==> config.mk <==
export PLATFORM = sky130hd
export DESIGN_NAME = spi5m_mac_seq
export DESIGN_NICKNAME = d
export VERILOG_FILES = /design/src/rtl/spi5m_pkg.sv /design/src/rtl/spi5m_edge_sync.sv /design/src/rtl/spi5m_shifter.sv /design/src/rtl/spi5m_mac_seq.sv
export SDC_FILE = /design/constraint.sdc
export NUM_CORES = 1
export LEC_CHECK = 0
export ABC_CLOCK_PERIOD_IN_PS = 4600
export BUFFER_PORTS_ARGS = -buffer_cell sky130_fd_sc_hd__buf_4
export CAP_MARGIN = 20
export CORE_UTILIZATION = 49
export DETAILED_ROUTE_END_ITERATION = 10
export HOLD_SLACK_MARGIN = 0.15
export PLACE_DENSITY = 0.77
export SYNTH_ARGS = -nofsm -noshare
export SYNTH_HDL_FRONTEND = slang
export SYNTH_SLANG_ARGS = --single-unit
==> constraint.sdc <==
create_clock -name clk -period 4.6 [get_ports clk]
set_clock_uncertainty 0.1 [all_clocks]
set_input_delay 0.46 -clock clk [delete_from_list [all_inputs] [get_ports clk]]
set_output_delay 0.46 -clock clk [all_outputs]
set_load 0.005 [all_outputs]
==> src/rtl/spi5m_pkg.sv <==
package spi5m_pkg;
   typedef enum logic [2:0] {
      ST_OFF,
      ST_IDLE,
      ST_WAIT,
      ST_XFER,
      ST_HOLD
   } seq_state_t;
endpackage

==> src/rtl/spi5m_edge_sync.sv <==
module spi5m_edge_sync #(
   parameter int SYNC = 2
) (
   input  logic clk,
   input  logic rst_n,
   input  logic async_in,
   output logic rise_o
);
   if (SYNC < 2) begin : g_bad_sync
      $error("spi5m_edge_sync: SYNC must be at least 2");
   end

   logic [SYNC-1:0] sync_q;
   logic            prev_q;

   always_ff @(posedge clk or negedge rst_n) begin
      if (!rst_n) sync_q[0] <= 1'b0;
      else        sync_q[0] <= async_in;
   end

   for (genvar i = 1; i < SYNC; i++) begin : g_stage
      always_ff @(posedge clk or negedge rst_n) begin
         if (!rst_n) sync_q[i] <= 1'b0;
         else        sync_q[i] <= sync_q[i-1];
      end
   end

   always_ff @(posedge clk or negedge rst_n) begin
      if (!rst_n) prev_q <= 1'b0;
      else        prev_q <= sync_q[SYNC-1];
   end

   assign rise_o = sync_q[SYNC-1] & ~prev_q;

   AST_RISE_SINGLE: assert property (@(posedge clk) disable iff (!rst_n)
      rise_o |=> !rise_o);
endmodule

==> src/rtl/spi5m_shifter.sv <==
module spi5m_shifter #(
   parameter int W = 8
) (
   input  logic         clk,
   input  logic         rst_n,
   input  logic         load,
   input  logic         rise,
   input  logic         fall,
   input  logic         miso,
   input  logic [W-1:0] tx_data,
   output logic         mosi,
   output logic [W-1:0] rx_data,
   output logic         rx_valid,
   output logic         last_bit
);
   if (W < 2) begin : g_bad_w
      $error("spi5m_shifter: W must be at least 2");
   end

   localparam int BIT_W = $clog2(W);

   logic [W-1:0]     tx_sh;
   logic [W-1:0]     rx_sh;
   logic [BIT_W-1:0] bit_idx;

   assign last_bit = (bit_idx == BIT_W'(W-1));
   assign mosi     = tx_sh[W-1];

   always_ff @(posedge clk or negedge rst_n) begin
      if (!rst_n) begin
         tx_sh    <= '0;
         rx_sh    <= '0;
         rx_data  <= '0;
         rx_valid <= 1'b0;
         bit_idx  <= '0;
      end else begin
         rx_valid <= 1'b0;
         if (rise) begin
            rx_sh <= {rx_sh[W-2:0], miso};
            if (last_bit) begin
               rx_data  <= {rx_sh[W-2:0], miso};
               rx_valid <= 1'b1;
            end
         end
         if (load) begin
            tx_sh   <= tx_data;
            bit_idx <= '0;
         end else if (fall) begin
            if (last_bit) begin
               bit_idx <= '0;
            end else begin
               tx_sh   <= {tx_sh[W-2:0], 1'b0};
               bit_idx <= bit_idx + BIT_W'(1);
            end
         end
      end
   end

   AST_RX_ON_RISE: assert property (@(posedge clk) disable iff (!rst_n)
      rx_valid |-> $past(rise));
   AST_LOAD_ON_BOUNDARY: assert property (@(posedge clk) disable iff (!rst_n)
      load |-> (bit_idx == '0) || (fall && last_bit));
endmodule

==> src/rtl/spi5m_mac_seq.sv <==
module spi5m_mac_seq
   import spi5m_pkg::*;
#(
   parameter int HALF   = 2,
   parameter int TW     = 16,
   parameter int CNT_W  = 8,
   parameter int BYTE_W = 8,
   parameter int SYNC   = 2
) (
   input  logic              clk,
   input  logic              rst_n,
   input  logic              bus_enable,
   input  logic              host_start,
   input  logic              skip_wait,
   input  logic              slave_sleeping,
   input  logic [TW-1:0]     t1_cycles,
   input  logic [TW-1:0]     t3_cycles,
   input  logic [CNT_W-1:0]  byte_count,
   input  logic [BYTE_W-1:0] tx_data,
   output logic              tx_take,
   output logic [BYTE_W-1:0] rx_data,
   output logic              rx_valid,
   input  logic              slave_irq,
   input  logic              miso,
   output logic              sclk,
   output logic              mosi,
   output logic              mosi_oe,
   output logic              nss_o,
   output logic              nss_oe,
   output logic              busy,
   output logic              done
);
   if (HALF < 1) begin : g_bad_half
      $error("spi5m_mac_seq: HALF must be at least 1");
   end
   if (TW < 1 || CNT_W < 1) begin : g_bad_width
      $error("spi5m_mac_seq: TW and CNT_W must be positive");
   end

   localparam int PH_W  = (HALF > 1) ? $clog2(HALF) : 1;
   localparam int SEL_W = TW + PH_W + 2;
   localparam int RC_W  = CNT_W + $clog2(BYTE_W) + 1;

   seq_state_t        st;
   logic [TW-1:0]     wcnt;
   logic [TW-1:0]     wait_lat;
   logic [PH_W-1:0]   ph;
   logic [CNT_W-1:0]  left;
   logic [CNT_W-1:0]  bytes_lat;
   logic              host_pend;
   logic              sclk_r;
   logic              nss_r;
   logic              done_r;
   logic              take_r;
   logic              irq_rise;
   logic              last_bit;
   logic              go_host;
   logic              tick;
   logic              rise_s;
   logic              fall_s;
   logic              wait_end;
   logic              load;
   logic [TW-1:0]     wait_sel;

   spi5m_edge_sync #(.SYNC(SYNC)) u_irq (
      .clk      (clk),
      .rst_n    (rst_n),
      .async_in (slave_irq),
      .rise_o   (irq_rise)
   );

   assign go_host  = host_start | host_pend;
   assign wait_sel = (go_host && skip_wait) ? '0
                   : (slave_sleeping ? t3_cycles : t1_cycles);
   assign tick     = (ph == PH_W'(HALF-1));
   assign rise_s   = (st == ST_XFER) && tick && !sclk_r;
   assign fall_s   = (st == ST_XFER) && tick && sclk_r;
   assign wait_end = (st == ST_WAIT) && (wcnt == '0);
   assign load     = (wait_end && left != '0)
                   || (fall_s && last_bit && left != CNT_W'(1));

   spi5m_shifter #(.W(BYTE_W)) u_shift (
      .clk      (clk),
      .rst_n    (rst_n),
      .load     (load),
      .rise     (rise_s),
      .fall     (fall_s),
      .miso     (miso),
      .tx_data  (tx_data),
      .mosi     (mosi),
      .rx_data  (rx_data),
      .rx_valid (rx_valid),
      .last_bit (last_bit)
   );

   always_ff @(posedge clk or negedge rst_n) begin
      if (!rst_n) begin
         st        <= ST_OFF;
         wcnt      <= '0;
         wait_lat  <= '0;
         ph        <= '0;
         left      <= '0;
         bytes_lat <= '0;
         host_pend <= 1'b0;
         sclk_r    <= 1'b0;
         nss_r     <= 1'b1;
         done_r    <= 1'b0;
         take_r    <= 1'b0;
      end else begin
         done_r <= 1'b0;
         take_r <= load;
         if (host_start && (st == ST_WAIT || st == ST_XFER || st == ST_HOLD))
            host_pend <= 1'b1;
         case (st)
            ST_OFF: begin
               host_pend <= 1'b0;
               if (bus_enable) st <= ST_IDLE;
            end
            ST_IDLE: begin
               if (!bus_enable) begin
                  st        <= ST_OFF;
                  host_pend <= 1'b0;
               end else if (go_host || irq_rise) begin
                  st        <= ST_WAIT;
                  nss_r     <= 1'b0;
                  wcnt      <= wait_sel;
                  wait_lat  <= wait_sel;
                  left      <= byte_count;
                  bytes_lat <= byte_count;
                  host_pend <= 1'b0;
               end
            end
            ST_WAIT: begin
               if (wcnt == '0) begin
                  ph <= '0;
                  st <= (left == '0) ? ST_HOLD : ST_XFER;
               end else begin
                  wcnt <= wcnt - TW'(1);
               end
            end
            ST_XFER: begin
               if (tick) begin
                  ph     <= '0;
                  sclk_r <= ~sclk_r;
                  if (sclk_r && last_bit) begin
                     if (left == CNT_W'(1)) st <= ST_HOLD;
                     else                   left <= left - CNT_W'(1);
                  end
               end else begin
                  ph <= ph + PH_W'(1);
               end
            end
            ST_HOLD: begin
               if (tick) begin
                  ph     <= '0;
                  nss_r  <= 1'b1;
                  done_r <= 1'b1;
                  st     <= ST_IDLE;
               end else begin
                  ph <= ph + PH_W'(1);
               end
            end
            default: st <= ST_OFF;
         endcase
      end
   end

   assign sclk    = sclk_r;
   assign nss_o   = nss_r;
   assign nss_oe  = (st != ST_OFF);
   assign mosi_oe = (st != ST_OFF);
   assign busy    = (st == ST_WAIT) || (st == ST_XFER) || (st == ST_HOLD);
   assign done    = done_r;
   assign tx_take = take_r;

   // Cycle counters used only by the properties below
   logic [SEL_W-1:0] sel_cyc;
   logic [RC_W-1:0]  rise_cnt;

   always_ff @(posedge clk or negedge rst_n) begin
      if (!rst_n) begin
         sel_cyc  <= '0;
         rise_cnt <= '0;
      end else begin
         if (nss_r)                sel_cyc <= '0;
         else if (sel_cyc != '1)   sel_cyc <= sel_cyc + SEL_W'(1);
         if (nss_r)                rise_cnt <= '0;
         else if (rise_s)          rise_cnt <= rise_cnt + RC_W'(1);
      end
   end

   AST_CLK_INSIDE_SELECT: assert property (@(posedge clk) disable iff (!rst_n)
      sclk |-> (!nss_o && nss_oe));
   AST_WAIT_BEFORE_EDGE: assert property (@(posedge clk) disable iff (!rst_n)
      $rose(sclk) |-> (32'(sel_cyc) > 32'(wait_lat)));
   AST_RELEASE_CLK_LOW: assert property (@(posedge clk) disable iff (!rst_n)
      $rose(nss_o) |-> (!sclk && !$past(sclk)));
   AST_EDGE_TOTAL: assert property (@(posedge clk) disable iff (!rst_n)
      $rose(nss_o) |-> (32'(rise_cnt) == 32'(bytes_lat) * BYTE_W));
   AST_DONE_AT_RELEASE: assert property (@(posedge clk) disable iff (!rst_n)
      done |-> ($rose(nss_o) && !busy));
   AST_FLOAT_FROM_IDLE: assert property (@(posedge clk) disable iff (!rst_n)
      $fell(nss_oe) |-> (!$past(busy) && !$past(bus_enable)));
endmodule

Word level (Yosys, flattened, before mapping) --
Index checks and enable logic that the tools add are counted.
Storage, ports and cells: register bits after elaboration 63, input bits 56, output and inout port bits 17, word-level logic and storage cells 121
Cells by class: $add $sub $neg 4, equality and inequality tests 19, mux-type cells 43, bitwise operators 4, reductions and logical operators 34
Operators by type and width (count):
- $mux 16 | 5
- $mux 8 | 8
- $mux 3 | 12
- $pmux 16 s2 | 1
- $logic_not 16->1 | 1
- $pmux 8 s2 | 1
- $sub 16x1->16 const B | 1
- $pmux 3 s5 | 1
- $ne 2x2->1 const B | 7
- $mux 1 | 12
- $logic_and 1x1->1 | 10
- $reduce_bool 2->1 | 5
- $eq 8x1->1 const B | 1
- $logic_not 8->1 | 1
- $ne 2x1->1 const B | 4
- $ne 8x1->1 const B | 1
- $reduce_and 2->1 | 4
- $reduce_and 4->1 | 2
- $reduce_bool 8->1 | 1
- $sub 8x1->8 const B | 1
- $reduce_and 7->1 | 1
- $eq 3x2->1 const B | 2
- $eq 3x3->1 const B | 2
- $pmux 1 s2 | 3
- other kinds (13) | 17

Logic depth before layout (Yosys ltp) --
Gate-level depths: netlist of run 1.
depth in word-level cells 8, gate-level depth with buffers 9, mapped depth without buffers 7

By module --
From an unflattened synthesis of run 1, not the netlist that was laid out.
Unflattened totals: cells, all modules 330, area total of the unflattened synthesis 3462.1 um2
Modules (own cells, without submodules):
- spi5m_mac_seq | times used 1, cells an instance 243, area each 2169.6 um2, sequential area each 827.0 um2
- spi5m_shifter | times used 1, cells an instance 83, area each 1203.7 um2, sequential area each 675.6 um2
- spi5m_edge_sync | times used 1, cells an instance 4, area each 88.8 um2, sequential area each 75.1 um2

Least setup slack after synthesis of run 1 --
OpenSTA, ideal clock, no wires.
kind register -> register, start register wcnt[1], end register wcnt[1], arrival time 2295 ps, required time 4427 ps, slack 2132 ps, stages on the path, launching flop included 10, buffers on the path 2, period minus slack after synthesis 2468 ps, cell sequence dfrtp_1 -> inv_1 -> ha_1 -> or4b_1 -> buf_2 -> or4_4 -> a21oi_4 -> buf_6 -> nor2_1 -> a21oi_2
On the way: cells in the longest elaborated chain, start to end 3, elaborated cells between the ends (all ways) 6
Ends and longest elaborated chain:
- from (decl) | RTL line spi5m_mac_seq.sv:45 | logic [TW-1:0] wcnt;
- from (signal assigned) | RTL line spi5m_mac_seq.sv:126 | wcnt <= wait_sel;
- from (signal assigned) | RTL line spi5m_mac_seq.sv:138 | wcnt <= wcnt - TW'(1);
- $sub 16x1->16 or $logic_not 16->1 (tied branches) | RTL line spi5m_mac_seq.sv:138, spi5m_mac_seq.sv:134
- $mux 16 or $ne 2x2->1 (tied branches)
- $pmux 16 s2 or $reduce_and 4->1 (tied branches)
Parallel ways exist; a longest one is shown, timed or not. The select of a mux whose other input is x is not followed. A chain may end at the register's enable or synchronous reset.

Worst setup path in the final report of run 1 --
start register wcnt[1], end register wcnt[10]
Same word-level chain as after synthesis.

==> results.cfg, run 1 <==
[status]
status = finished clean

[place]
dp_hpwl_um = 5540
portBuffers = 72
gp_congestion = 0.846
dp.cells = 504

[floorplan]
core_um2 = 6830
die_w_um = 86.5
start_util = 0.512
rows = 30
die_area_um2 = 7480
ios = 73
die_height_um = 86.5

[power]
powerDensity_nw_per_um2 = 597
finalPower_mw = 2.56
ir_drop_mv = 0.315
p_leak_nw = 1.96

[grt]
grt_pass1_wl_um = 12900
grt_use_total = 0.222
grt-ovfl-total = 0
met2_usage = 0.364
antenna_found_initial = 0
grt.busiest_layer = met2
gr-usage-met1 = 0.271
grtUsageMet3 = 0.0590
grt_start_max_net_pins = 64
grt_pass1_vias = 2899

[cells_and_area]
layout.nets = 483
area_growth_pct = 22.8
final_cells = 522
antennaDiodeCount = 0
drive_gt1_frac = 0.308

[yosys]
synthFlopType = dfrtp_1
synth_most_common_cell = dfrtp_1
yosys_register_bits = 63
asyncSetResetFlopFracSynth = 1.00
synthCells = 355
syn_area_per_cell_um2 = 9.85
yosys_warnings = 0
netlist_area_um2 = 3500
yosysSeqAreaShare = 0.451
ys_top_cells_by_count = dfrtp_1 (62), nor2_1 (37), mux2_2 (34)
synth_cell_types = 53
synth_top_area_share = 0.444
synth_top_area_cell = dfrtp_1
synth_nets = 417
synth_edf_count = 0
ys_top_cells_by_area = dfrtp_1 (44%), mux2_2 (11%), a21oi_1 (4.0%)

[critical_path]
path_class = reg -> reg
cp.required_ns = 4.73
crit_path_end_kind = flip-flop
crit_fanout = 27
crit_path_start_kind = flip-flop
arrival_ns = 3.17

[timing]
max_freq_mhz = 329
finalSetupViolations = 0
period_share = 0.660
setup_tns_ns = 0
relSlewSlack = 0.326
report.final.slew_viol_count = 0
rsz0062_at_grt = false
post-route-min-period_ns = 3.04
hold_violations = 0
hold_ws_ns = 0.238
tightest_slew_ns = 1.01

[hold_path]
min_path_type = in -> reg

[clock_tree]
cts.htree.levels = 3
cts_sinks = 63
cts_root_buf = clkbuf_8
cts_tree = yes
clock_latency_ns = 0.33
cts.clk_slew.worst_paths_ns = 0.07
postCtsSetupRepairBufs = 0
holdBufCountCts = 2
cts_buffer_depth = 2
cts_buffers = 9
cts_resized = 0

[routing]
detailedRoute.firstIterationViolations = 144
vias = 2987
drc = 0
first_pass_iters = 5
via_per_inst = 5.72
final_antenna_net_count = 0
wl_um = 7670
wl_per_cell_um = 14.7

[run]
drv_cap = 0
-- cell usage in the layout (no fill, tap or decap), types with 3 or more instances in the layout --
cell type and instances:
mux2i_1 14, o21ai_0 18, o21ai_1 15, nand2_1 22, ha_1 6, nand2b_1 4, o2bb2ai_1 3, mux2_2 34
inv_1 10, nor3_1 7, or4_1 5, buf_4 72, clkbuf_8 9, and2_1 3, o22ai_1 4, nor4_1 7
nand3_1 6, a21oi_1 28, o21a_1 8, dfrtp_1 62, nor2_1 37, o22a_1 3, or3_1 4, a31oi_1 4
-- kinds of logic after synthesis --
| family | Yosys count | share of synthesized area |
|---|---|---|
| compound gates | 98 | 0.176 |
| xor+xnor | 1 | 0.00250 |
| fa+ha+maj | 6 | 0.0215 |
| buf+inv | 29 | 0.0379 |
| flops | 63 | 0.451 |
| mux | 49 | 0.153 |
| simple gates | 109 | 0.158 |
-- cell type report --
class / count / area (um^2)
multi-input cells: 263 / 1790
clock inverters: 6 / 85.1
clock buffers: 10 / 128
inverters: 10 / 37.5
flip-flops and latches: 63 / 1580
well taps: 96 / 120
fillers: 576 / 2540
repair buffers: 74 / 561
-- through the flow --
stage | instance area [um^2] | worst slack, ns | util
finish | 4300 | 1.56 | 0.629
detailed placement | 4060 | 1.59 | 0.595
global route | 4300 | 1.38 | 0.629
floorplan | 3500 | 2.13 | -
CTS | 4300 | 1.60 | 0.629
global placement | 4060 | 1.70 | 0.595
-- where the power goes --
part	switching, mW	internal, mW
registers	0.209	0.760
clock network	0.215	0.303
logic	0.595	0.484
total	1.02	1.55
-- path summary, 6_finish.rpt --
path	start	end	slack, ns	depth (start not counted)
max	wcnt[1]	wcnt[10]	1.56	7
min	tx_data[0]	u_shift.tx_sh[0]	0.24	2
max reg2reg	wcnt[1]	wcnt[10]	1.56	7
min reg2reg	u_irq.sync_q[0]	u_irq.sync_q[1]	0.25	0
max in group asynchronous	rst_n	u_shift.rx_data[5]	3.21	2
min in group asynchronous	rst_n	wcnt[4]	0.67	2
-- registers in the layout, summed over array words and instances (netlist names), 2 cells and up --
| signal | count |
|---|---|
| left | 8 |
| st | 3 |
| u_irq.sync_q | 2 |
| u_shift.bit_idx | 3 |
| u_shift.rx_data | 8 |
| u_shift.rx_sh | 7 |
| u_shift.tx_sh | 8 |
| wcnt | 16 |
-- worst max-delay path, cell delays in order (launching register included) --
cell and delay (ns):
dfrtp_1 0.39, inv_1 0.11, ha_1 0.21, or4b_1 0.61
or4_4 0.61, a21oi_4 0.58, o21ai_0 0.20, o21a_1 0.14
-- per-layer routing --
metal | share of wire | up-vias
met5 | 0 | -
met4 | 0.025 | 0
met3 | 0.048 | 19
met2 | 0.49 | 89
met1 | 0.44 | 1442
li1 | - | 1437
Power figures use the tool's default switching activity.
==> inputs of run 2 (changes only) <==
--- a/config.mk
+++ b/config.mk
@@ -5,13 +5,14 @@
 export SDC_FILE = /design/constraint.sdc
 export NUM_CORES = 1
 export LEC_CHECK = 0
-export ABC_CLOCK_PERIOD_IN_PS = 4600
+export ABC_AREA = 1
+export ABC_CLOCK_PERIOD_IN_PS = 2820
 export BUFFER_PORTS_ARGS = -buffer_cell sky130_fd_sc_hd__buf_4
 export CAP_MARGIN = 20
 export CORE_UTILIZATION = 49
 export DETAILED_ROUTE_END_ITERATION = 10
 export HOLD_SLACK_MARGIN = 0.15
-export PLACE_DENSITY = 0.77
+export PLACE_DENSITY = 0.76
 export SYNTH_ARGS = -nofsm -noshare
 export SYNTH_HDL_FRONTEND = slang
 export SYNTH_SLANG_ARGS = --single-unit
==> constraint.sdc (replaced) <==
create_clock -name clk -period 2.82 [get_ports clk]
set_clock_uncertainty 0.1 [all_clocks]
set_input_delay 0.282 -clock clk [delete_from_list [all_inputs] [get_ports clk]]
set_output_delay 0.282 -clock clk [all_outputs]
set_load 0.005 [all_outputs]
==> run 2 against run 1 <==
Highest routed layer unchanged. Via count grew 20%. Global-route usage rose by 1.8 points. First-iteration DRC count up 26%. Synthesized cell count grew 46%. Largest power group unchanged.
==> results.cfg, run 2 <==
[status]
status = finished clean

[floorplan]
die_area_um2 = 7970
start_util = 0.512
die_w_um = 89.3
ios = 73
core_um2 = 7290
die_height_um = 89.3
rows = 31

[timing]
setup_tns_ns = 0
finalSetupViolations = 0
rsz0062_at_grt = false
hold_violations = 0
post-route-min-period_ns = 2.13
report.final.slew_viol_count = 0
tightest_slew_ns = 0.784
max_freq_mhz = 469
period_share = 0.756
relSlewSlack = 0.477

[cells_and_area]
top_register = wcnt
final_cell_mix = nand2_1 (186), buf_4 (73), dfrtp_1 (62)
largest_reg_flops = 16
fillers = 654
layout_commonest_cell = nand2_1
area_growth_pct = 25.2
drive_gt1_frac = 0.202
antennaDiodeCount = 0
layout.nets = 666

[clock_tree]
cts_root_buf = clkbuf_8
cts_tree = yes
cts_buffer_depth = 2
clock_latency_ns = 0.35
cts_sinks = 63
cts.htree.levels = 3
cts_buffers = 9
cts.clk_slew.worst_paths_ns = 0.08

[grt]
grt_use_total = 0.240
grt_start_max_net_pins = 64
grt_pass1_vias = 3313
grt-ovfl-total = 0
antenna_found_initial = 0
grt_pass1_wl_um = 14500

[routing]
final_antenna_net_count = 0
vias = 3575
via_per_inst = 5.05
drc = 0
first_pass_iters = 5
wl_per_cell_um = 12.5
wl_um = 8850
detailedRoute.firstIterationViolations = 182

[critical_path]
path_class = reg -> reg
cp.required_ns = 2.96
crit_path_end_kind = flip-flop
arrival_ns = 2.27
crit_fanout = 13
crit_path_start_kind = flip-flop

[place]
gp_congestion = 0.864
portBuffers = 72
dp_hpwl_um = 6300

[run]
drv_cap = 0

[yosys]
yosysSeqAreaShare = 0.423
syn_area_per_cell_um2 = 7.22
synth_top_area_share = 0.416
synth_edf_count = 0
synthFlopType = dfrtp_1
ys_top_cells_by_area = dfrtp_1 (42%), nand2_1 (19%), nand3_1 (5.6%)
synth_most_common_cell = nand2_1
synthCells = 517
synth_nets = 579
synth_cell_types = 33
ys_top_cells_by_count = nand2_1 (186), dfrtp_1 (62), inv_1 (48)
yosys_warnings = 0
yosys_register_bits = 63
netlist_area_um2 = 3730
asyncSetResetFlopFracSynth = 1.00
synth_top_area_cell = dfrtp_1

[power]
ir_drop_mv = 0.680
powerDensity_nw_per_um2 = 869
p_leak_nw = 2.40
finalPower_mw = 4.06

[hold_path]
min_path_type = in -> reg
run 2: worst paths after layout:
path	startpoint	to	cells after the start	slack, ns
worst max-delay path	wcnt[0]	u_shift.tx_sh[3]	11	0.69
max in group asynchronous	rst_n	left[0]	2	1.64
worst min register to register	u_irq.sync_q[0]	u_irq.sync_q[1]	0	0.25
min in group asynchronous	rst_n	wcnt[3]	2	0.45
worst min-delay path	byte_count[4]	left[4]	5	0.17
worst max register to register	wcnt[0]	u_shift.tx_sh[3]	11	0.69
run 2: critical path, cell delays in order, from the launching register on:
cell and delay, ns:
dfrtp_1 0.38, inv_1 0.11, ha_1 0.20, nand2_1 0.10, nor2_1 0.18, nand2_1 0.09, nor2_1 0.13, nand2_2 0.19
nand2_2 0.15, nand2_1 0.20, nand3_1 0.12, nand2_1 0.06
run 2: cell type report:
cell class	count	area [um^2]	area share
Sequential cell	63	1580	0.338
Multi-Input combinational cell	389	1870	0.400
Timing Repair Buffer	89	708	0.152
Inverter	52	195	0.0418
Tap cell	99	124	0.0265
Clock buffer	9	124	0.0265
Clock inverter	7	72.6	0.0155
run 2: cells by family (layout without fill, tap and decap cells):
logic type,after synthesis,in the layout,share of synthesized area
simple gates,303,303,0.350
buf+inv,65,157,0.0758
flops,63,63,0.423
xor+xnor,4,4,0.00939
compound gates,74,74,0.116
mux,2,2,0.00537
fa+ha+maj,6,6,0.0201
run 2: metrics by stage:
step / hold slack (ns) / area, um^2 / setup WS (ns) / std cells / utilization
floorplan: -0.114 / 3730 / 1.08 / 517 / -
global placement: 0.236 / 4320 / 0.767 / 676 / 0.592
detailed placement: 0.238 / 4320 / 0.704 / 676 / 0.592
CTS: 0.154 / 4670 / 0.685 / 708 / 0.641
global route: 0.189 / 4670 / 0.453 / 708 / 0.641
finish: 0.167 / 4670 / 0.688 / 708 / 0.641
run 2: what timing repair did:
action	in CTS	in global routing
buffers inserted	0	0
resized for setup	0	0
hold buffers	16	0
endpoints found under the hold margin	78	0
run 2: routing by layer:
metal / GRT usage / wire length (um)
met1: 0.285 / 3910
met2: 0.427 / 4340
met3: 0.0443 / 426
met4: 0.0981 / 179
met5: 0 / 0
run 2: power breakdown:
| group | internal, mW | switching (mW) |
|---|---|---|
| clock network | 0.409 | 0.396 |
| logic | 0.662 | 1.11 |
| registers | 1.21 | 0.275 |
==> inputs of run 3 (changes only) <==
--- a/config.mk
+++ b/config.mk
@@ -6,13 +6,13 @@
 export NUM_CORES = 1
 export LEC_CHECK = 0
 export ABC_AREA = 1
-export ABC_CLOCK_PERIOD_IN_PS = 2820
+export ABC_CLOCK_PERIOD_IN_PS = 1940
 export BUFFER_PORTS_ARGS = -buffer_cell sky130_fd_sc_hd__buf_4
 export CAP_MARGIN = 20
 export CORE_UTILIZATION = 49
 export DETAILED_ROUTE_END_ITERATION = 10
 export HOLD_SLACK_MARGIN = 0.15
-export PLACE_DENSITY = 0.76
+export PLACE_DENSITY = 0.79
 export SYNTH_ARGS = -nofsm -noshare
 export SYNTH_HDL_FRONTEND = slang
 export SYNTH_SLANG_ARGS = --single-unit
==> constraint.sdc (replaced) <==
create_clock -name clk -period 1.94 [get_ports clk]
set_clock_uncertainty 0.1 [all_clocks]
set_input_delay 0.194 -clock clk [delete_from_list [all_inputs] [get_ports clk]]
set_output_delay 0.194 -clock clk [all_outputs]
set_load 0.005 [all_outputs]
==> run 3 against run 2 <==
Critical path depth unchanged. Combinational power grew 72%. Routed wire length rose by 14%. Final cell count rose by 5.4%. Utilization rose by 5.1 points. Non-clock buffer count rose by 38. First-iteration DRC count increased by 31%.
==> results.cfg, run 3 (synthesis gave the netlist of run 2 again) <==
[status]
status = finished clean

[cells_and_area]
top_register = wcnt
layout_commonest_cell = nand2_1
antennaDiodeCount = 0
fin_util = 0.692
fillers = 588
drive_gt1_frac = 0.258
largest_reg_flops = 16
regArea_um2 = 1580
area_growth_pct = 35.2
layout.nets = 704
multi_input_area_um2 = 1900
final_cell_mix = nand2_1 (184), buf_4 (100), dfrtp_1 (61)

[floorplan]
ios = 73
rows = 31
die_w_um = 89.3
die_area_um2 = 7970
core_um2 = 7290
die_height_um = 89.3
start_util = 0.512

[critical_path]
r2r-end = u_shift.bit_idx[1]
endpoint = u_shift.bit_idx[1]
r2r_cells = 11
arrival_ns = 2.01
crit_fanout = 6
crit_path_start_kind = flip-flop
crit_start = wcnt[0]
crit_path_end_kind = flip-flop
path_class = reg -> reg
rr_startpoint = wcnt[0]
cp.required_ns = 2.07
reg2reg_slack_ns = 0.06

[clock_tree]
cts_root_buf = clkbuf_8
cts_buffer_depth = 2
cts_buffers = 9
cts.clk_slew.worst_paths_ns = 0.07
clock_latency_ns = 0.34
cts_tree = yes
cts.htree.levels = 3
cts_sinks = 63

[routing]
via_per_inst = 5.09
final_antenna_net_count = 0
first_pass_iters = 5
drc = 0
wl_per_cell_um = 13.5
wl_um = 10100
vias = 3798
detailedRoute.firstIterationViolations = 238

[power]
p_sw_mw = 2.74
p_leak_nw = 2.59
p_comb_frac = 0.472
seq_power_share = 0.336
clkPwrFrac = 0.193
finalPower_mw = 6.46
powerDensity_nw_per_um2 = 1280
ir_drop_mv = 0.820
p_int_mw = 3.72
p_sw_frac = 0.424

[grt]
antenna_found_initial = 0
grt-ovfl-total = 0
grt_start_max_net_pins = 33
grt_use_total = 0.263
grt_pass1_vias = 3598
grt_pass1_wl_um = 15900

[timing]
period_share = 0.968
hold_violations = 0
max_freq_mhz = 532
setup_tns_ns = 0
post-route-min-period_ns = 1.88
report.final.slew_viol_count = 0
finalSetupViolations = 0
relSlewSlack = 0.667
tightest_slew_ns = 0.498

[hold_path]
min_path_type = in -> reg
hold_start = t3_cycles[7]

[place]
portBuffers = 72
dp_hpwl_um = 6730
gp_congestion = 0.938

[run]
drv_cap = 0
[run 3: cell types whose count changed in the layout (fill, tap and decap cells not counted), sizes merged]
cell	change
buf	+32
dlygate4sd3	+6
inv	-2
bufinv	+1
clkbuf	+1
clkinv	-1
clkinvlp	+1
[run 3: power groups by stage]
stage / Combinational, mW / Sequential [mW] / Clock [mW]
global placement: 2.62 / 2.14 / 0
CTS: 2.80 / 2.15 / 1.26
floorplan: 1.94 / 2.06 / 0
finish: 3.04 / 2.17 / 1.24
global route: 3.42 / 2.22 / 1.30
detailed placement: 2.70 / 2.16 / 0
[run 3: worst min path at each step]
stage                to  cells past startpoint
2_1_floorplan      done                      0
3_3_place_gp    wcnt[5]                      1
3_5_place_dp    wcnt[4]                      1
4_1_cts        wcnt[10]                      5
5_1_grt         wcnt[7]                      7
6_report        wcnt[7]                      7
[run 3: metrics by stage]
step	hold slack (ns)	std cells	setup slack, ns	instance area [um^2]
finish	0.162	746	0.0613	5040
global route	0.190	746	-0.0656	5040
CTS	0.153	731	0.0304	4890
detailed placement	0.0666	691	-0.0463	4440
global placement	0.0652	691	0.0417	4440
floorplan	-0.202	517	0.200	3730
[run 3: final cells by class]
class                   count  area share
inverters                  52      0.0394
well taps                  99      0.0246
flip-flops and latches     63       0.313
multi-input cells         389       0.376
clock inverters             6      0.0169
clock buffers              10      0.0253
repair buffers            127       0.205
[run 3: what timing repair did]
item / in CTS / in global routing
endpoints found under the setup margin: 11 / 28
hold buffers: 22 / 0
endpoints found under the hold margin: 85 / 0
setup buffers: 2 / 15
pin swaps: 1 / 6
resized for setup: 2 / 16
[run 3: critical path, cell delays in order, from the launching register on]
cell and delay, ns:
dfrtp_1 0.38, inv_1 0.08, ha_2 0.19, nand2_2 0.08
nor2_4 0.14, nand2_1 0.06, nor2_1 0.12, nand2_2 0.14
buf_2 0.19, buf_4 0.14, nand3_1 0.09, nand2_1 0.06
[run 3: routing by layer]
metal / track usage / vias up / wire length [um]
met3: 0.0471 / 22 / 455
met1: 0.308 / 1748 / 4340
li1: - / 1904 / -
met4: 0.105 / 0 / 212
met5: 0 / - / 0
met2: 0.477 / 124 / 5050
